**src/rtl/i2c_ctl_slave.sv**
```systemverilog
module i2c_ctl_slave #(
  parameter logic [6:0] DEV_ADDR = 7'b1010000,
  parameter int FILT_LEN = 4,
  parameter int IDX_W = 3
) (
  input  logic             clk,
  input  logic             rst_n,
  input  logic             scl_in,
  input  logic             sda_in,
  output logic             sda_pull,
  output logic             wr_en,
  output logic [IDX_W-1:0] wr_idx,
  output logic [7:0]       wr_data
);
  localparam int CW = $clog2(FILT_LEN + 1);
  localparam int MODE_BIT = IDX_W;

  typedef enum logic [2:0] {S_IDLE, S_ADDR, S_SUB, S_DATA, S_SKIP} st_t;

  logic [1:0] meta, sync, filt;
  logic       scl_f, sda_f, scl_d, sda_d;
  logic       scl_rise, scl_fall, start_det, stop_det;

  st_t              state;
  logic [3:0]       bitcnt;
  logic [7:0]       shreg;
  logic             ack_ph, inc_mode, byte_done;
  logic [IDX_W-1:0] idx;

  always_ff @(posedge clk or negedge rst_n)
    if (!rst_n) begin
      meta <= 2'b11;
      sync <= 2'b11;
    end else begin
      meta <= {scl_in, sda_in};
      sync <= meta;
    end

  for (genvar g = 0; g < 2; g++) begin : g_filt
    logic [CW-1:0] cnt;
    always_ff @(posedge clk or negedge rst_n)
      if (!rst_n) begin
        filt[g] <= 1'b1;
        cnt     <= '0;
      end else if (sync[g] == filt[g]) begin
        cnt <= '0;
      end else if (cnt == CW'(FILT_LEN - 1)) begin
        filt[g] <= sync[g];
        cnt     <= '0;
      end else begin
        cnt <= cnt + 1'b1;
      end
  end

  assign scl_f = filt[1];
  assign sda_f = filt[0];

  always_ff @(posedge clk or negedge rst_n)
    if (!rst_n) begin
      scl_d <= 1'b1;
      sda_d <= 1'b1;
    end else begin
      scl_d <= scl_f;
      sda_d <= sda_f;
    end

  assign scl_rise  = scl_f & ~scl_d;
  assign scl_fall  = ~scl_f & scl_d;
  assign start_det = scl_f & scl_d & sda_d & ~sda_f;
  assign stop_det  = scl_f & scl_d & ~sda_d & sda_f;

  always_ff @(posedge clk or negedge rst_n)
    if (!rst_n) begin
      state     <= S_IDLE;
      bitcnt    <= '0;
      shreg     <= '0;
      ack_ph    <= 1'b0;
      inc_mode  <= 1'b0;
      byte_done <= 1'b0;
      idx       <= '0;
      sda_pull  <= 1'b0;
      wr_en     <= 1'b0;
      wr_idx    <= '0;
      wr_data   <= '0;
    end else begin
      wr_en <= 1'b0;
      if (start_det) begin
        state    <= S_ADDR;
        bitcnt   <= '0;
        ack_ph   <= 1'b0;
        sda_pull <= 1'b0;
      end else if (stop_det) begin
        state    <= S_IDLE;
        bitcnt   <= '0;
        ack_ph   <= 1'b0;
        sda_pull <= 1'b0;
      end else if (state == S_ADDR || state == S_SUB || state == S_DATA) begin
        if (scl_rise && !ack_ph && bitcnt != 4'd8) begin
          shreg  <= {shreg[6:0], sda_f};
          bitcnt <= bitcnt + 1'b1;
        end
        if (scl_fall) begin
          if (ack_ph) begin
            ack_ph   <= 1'b0;
            sda_pull <= 1'b0;
            bitcnt   <= '0;
          end else if (bitcnt == 4'd8) begin
            case (state)
              S_ADDR:
                if (shreg == {DEV_ADDR, 1'b0}) begin
                  sda_pull <= 1'b1;
                  ack_ph   <= 1'b1;
                  state    <= S_SUB;
                end else begin
                  state <= S_SKIP;
                end
              S_SUB: begin
                sda_pull  <= 1'b1;
                ack_ph    <= 1'b1;
                idx       <= shreg[IDX_W-1:0];
                inc_mode  <= shreg[MODE_BIT];
                byte_done <= 1'b0;
                state     <= S_DATA;
              end
              S_DATA:
                if (inc_mode || !byte_done) begin
                  sda_pull  <= 1'b1;
                  ack_ph    <= 1'b1;
                  wr_en     <= 1'b1;
                  wr_idx    <= idx;
                  wr_data   <= shreg;
                  byte_done <= 1'b1;
                  if (inc_mode) idx <= idx + 1'b1;
                end else begin
                  state <= S_SKIP;
                end
              default: ;
            endcase
          end
        end
      end
    end

  p_start_restart_r2: assert property (@(posedge clk) disable iff (!rst_n)
    start_det |=> (state == S_ADDR && bitcnt == 4'd0 && !sda_pull));

  p_stop_idle_r2: assert property (@(posedge clk) disable iff (!rst_n)
    stop_det |=> (state == S_IDLE && !sda_pull));

  p_quiet_when_skipping_r3: assert property (@(posedge clk) disable iff (!rst_n)
    (state == S_IDLE || state == S_SKIP) |-> !sda_pull);

  p_single_keeps_index_r6: assert property (@(posedge clk) disable iff (!rst_n)
    (wr_en && !inc_mode) |-> idx == wr_idx);

  p_burst_step_r7: assert property (@(posedge clk) disable iff (!rst_n)
    (wr_en && inc_mode) |-> idx == IDX_W'(wr_idx + 1'b1));

  p_write_pulse_r8: assert property (@(posedge clk) disable iff (!rst_n)
    wr_en |=> !wr_en);

  p_write_with_ack_r8: assert property (@(posedge clk) disable iff (!rst_n)
    wr_en |-> (state == S_DATA && sda_pull));

endmodule

```
**config.mk**
```make
export PLATFORM = sky130hd
export DESIGN_NAME = i2c_ctl_slave
export DESIGN_NICKNAME = d
export VERILOG_FILES = /design/src/rtl/i2c_ctl_slave.sv
export SDC_FILE = /design/constraint.sdc
export NUM_CORES = 1
export LEC_CHECK = 0
export BUFFER_PORTS_ARGS = -buffer_cell sky130_fd_sc_hd__buf_2
export CAP_MARGIN = 20
export CELL_PAD_IN_SITES_DETAIL_PLACEMENT = 1
export CELL_PAD_IN_SITES_GLOBAL_PLACEMENT = 1
export CORE_ASPECT_RATIO = 0.6
export CORE_UTILIZATION = 43
export CTS_CLUSTER_SIZE = 28
export DETAILED_ROUTE_END_ITERATION = 8
export PLACE_DENSITY_LB_ADDON = 0.25
export SYNTH_ARGS = -nofsm -noshare
export SYNTH_HDL_FRONTEND = slang
export SYNTH_SLANG_ARGS = --single-unit
```
**constraint.sdc**
```tcl
create_clock -name clk -period 2 [get_ports clk]
set_input_delay 0.2 -clock clk [delete_from_list [all_inputs] [get_ports clk]]
set_output_delay 0.2 -clock clk [all_outputs]
set_load 0.1 [all_outputs]
```
==> results summary <==
The arrival time of the worst setup path is about 2200 ps. The largest net degree at the start of global routing is 24. The final count of negative-setup-slack endpoints is 10. Setup repair after global routing could not meet its margin everywhere. The worst reg-to-reg setup slack is -50 ps. The worst setup path is launched from a register.

The number of nets in the synthesized netlist is 179. The global-route usage over all layers is around a fifth. The warning count from the yosys run is 0. The number of design rule violations left after detail routing is 0.

The instance count of the mapped netlist came out at 170. The sequential share of the synthesized area is 56.3%. The wire length of the first global-routing pass is 8400 um. Across all setup checks in the final design, the least slack found is -45.4 ps.

The routed via count divided by cell count came out at about 5.4. The proportion of total power due to net switching came out at just under 30%. Counting I/O delays and the setup requirement, the final critical path takes slightly above 2000 ps. During I/O placement, the number of pins put on the boundary was 17. The internal portion of total power came out at roughly 1.8 mW. The number of hold violations in the final report is 0. Clock latency on the worst-skew pair, taken at its later pin, is 300 ps. The clock arrives with between 3 and 4 ps of skew. The average instance in the mapped netlist occupies around 13 um2. The starting DRC count in detailed routing is 48.

In this run, flip-flops and latches consume between 40% and 50% of the power. The critical setup path kind is register to register. The floorplan step set the die width to around 93 um.

In this run the cell area of the synthesized design comes to between 2000 and 2500 um2. The die is between 50 and 60 um tall. The share of final-layout standard cells stronger than drive strength 1 came out at 38.3%.

Compared with the post-synthesis result, the final layout area differs by 19.7%. The weighted congestion at the end of routability-driven global placement is 0.788. The worst slew margin relative to its limit came out at roughly 63%. The clock input transition at the sequential cells of the worst setup and hold paths came out at approximately 90 ps.

The fraction of the cycle the final worst path needs is 102%. The sort of element at the end of the critical path is a register. The placed wire-length estimate after detailed placement is about 3500 um. The area of combinational cells with multiple inputs came out at ~910 um2. The biggest cell delay along the critical path came out at 540 ps. The post-detailed-route wirelength per cell is 18.2 um. The maximum vdd ir drop is between 0.0005 and 0.0006 V. The number of rows created at floorplan came out at 19. The tool flagged a number of max-cap violations equal to 0. The final number of max-transition violations is 0. In the synthesized netlist the dominant register cell turns out to be dfrtp_1. The routed design has 4950 um of wire. The final reports fail on negative setup slack. The first detailed-routing pass took 4 iterations. The number of clock buffers added by TritonCTS is 5.

The H-tree was split into 2 levels. The clock passes through at most 2 buffers. The count of unique library cells instantiated by Yosys came out at 39. The minimum hold slack is between 300 and 400 ps. The remaining antenna violation count after routing is 0. Global routing finished with a remaining overflow of 0.

The sequential standard cell area came out at around 1200 um2. The pre-CTS setup slack came out at -70.2 ps. Leaving out fill and tap cells, the most frequent cells in the layout are dfrtp_1, buf_2, buf_4. TritonCTS built the clock tree.

The flop and latch count out of synthesis came out at 48. The placeable core region is ~4700 um2. The share of synthesized registers carrying an async set or reset is 100%. Leaving out fill and tap cells, the most frequent cell in the layout is dfrtp_1. The highest attainable clock frequency came out at between 0.4 and 0.5 GHz. The number of flops mapped to enable cells by yosys came out at 0. The via count of the first global-routing pass is around 1600. The cell at the root of the clock tree is clkbuf_8. The initial utilization of the core area, before any placement, comes to 45.9%.

Along the worst path, the maximum fanout reaches 4. The initial antenna violation count is 0. The total via count after detailed routing is 1457.

The critical path goes through or3b_4 -> or2_4 -> buf_4 -> or3_1 -> mux2_2. The analysis attributes to net switching a power of roughly 750 uW. The final layout net count came out at 217. The share of total power dissipated in combinational logic is a little under a quarter.

The transition time at the pin with the least slew margin is between 500 and 600 ps. The full die area is about 5300 um2. The total power after layout came out at 2.57 mW.

The run finished, with violations left. 0 antenna diodes ended up in the layout. The min-delay analysis places its worst path in the category register to register.

Counting the fill cells in the layout gives 481. The static leakage is roughly 1.3 nW. For this design the ratio of total power to cell area is ~1000 nW/um2. Per report_power, the clock group accounts for 29.0% of the total. For the worst setup path, the data required time is about 2200 ps. The largest individual stage delay along the critical path comes from the cell dfstp_2. The number of port buffers came out at 16.

For this design, the sink count on the clock tree is 48.
[cells by family after synthesis]
kind of cell,Yosys count,synth area share (%)
flip-flops,48,56.3
buffers and inverters,11,2.62
multiplexers,25,14.6
AO/OA/AOI/OAI,27,7.80
adder cells (fa/ha/maj),5,2.91
AND/OR/NAND/NOR,50,14.1
XOR/XNOR,4,1.63
[area by class of cell]
type	instances	share of cell area, %
multi-input cells	112	35.3
clock inverters	2	1.51
well taps	63	3.06
flip-flops and latches	48	47.1
repair buffers	35	8.95
clock buffers	6	3.21
inverters	6	0.875
[synth_stat cells (all sizes together), types with 2 or more instances]
library cell	n	area share, %
mux2	23	14
nor2b	5	1.5
dfstp	8	9.8
nor2	6	1.0
or3	2	0.82
dfrtp	40	47
a21o	2	0.70
xor2	2	0.82
nand3	4	0.93
inv	6	1.0
a21oi	9	2.1
buf	2	1.0
nor3	4	0.93
nand3b	3	1.0
o21ai	7	1.6
clkbuf	3	0.52
ha	5	2.9
nand2	9	1.6
xnor2	2	0.82
nor3b	7	2.4
or4	3	1.0
mux2i	2	0.93
o32ai	2	0.82
[sequential cells by signal, summed over array words and instances (netlist names), 2 cells and up]
signal and cells:
wr_idx 3, bitcnt 4, shreg 8, state 3, idx 3, meta 2, wr_data 8, sync 2
g_filt.cnt 6
[worst paths after layout]
| check | start | cells after the start | endpoint |
|---|---|---|---|
| max | scl_d | 5 | inc_mode |
| min | meta[1] | 0 | sync[1] |
| max reg2reg | scl_d | 5 | inc_mode |
| min reg2reg | meta[1] | 0 | sync[1] |
| max in group asynchronous | rst_n | 3 | sync[0] |
| min in group asynchronous | rst_n | 2 | wr_data[4] |
[layer usage]
layer / part of all wire, % / GRT usage (%) / routed length [um]
met4: 0.83 / 5.05 / 41
met1: 50 / 30.3 / 2470
met2: 46 / 32.1 / 2280
met3: 3.0 / 5.28 / 150
met5: 0 / 0 / 0
[power by group through the flow]
stage	combinational, mW	clock [mW]	sequential, mW
2_1_floorplan	0.381	0	1.20
3_3_place_gp	0.536	0	1.22
3_5_place_dp	0.583	0	1.25
4_1_cts	0.591	0.757	1.23
5_1_grt	0.661	0.791	1.25
6_report	0.593	0.745	1.23
[worst max-delay path, delay by kind of cell, from the launching register on]
| family | cells | cell delay [ps] |
|---|---|---|
| DFF | 1 | 540 |
| buffers and inverters | 1 | 160 |
| and+or+nand+nor | 3 | 960 |
| muxes | 1 | 280 |
[stage by stage]
stage	TNS, ps	area (um2)	util, %	instances
5_1_grt	-504	2570	55.0	272
6_report	-178	2570	55.0	272
2_1_floorplan	-1160	2150	-	170
3_5_place_dp	-758	2390	51.1	260
3_3_place_gp	-382	2390	51.1	260
4_1_cts	-67.2	2560	54.7	272
[timing repair]
action,CTS,global route
endpoints found under the hold margin,20,0
endpoints found under the setup margin,15,15
setup buffers,0,0
resized for setup,3,4
cloned,1,0
pin swaps,2,0
hold buffers,3,0
Note: power is estimated with default switching activity, not from simulation.
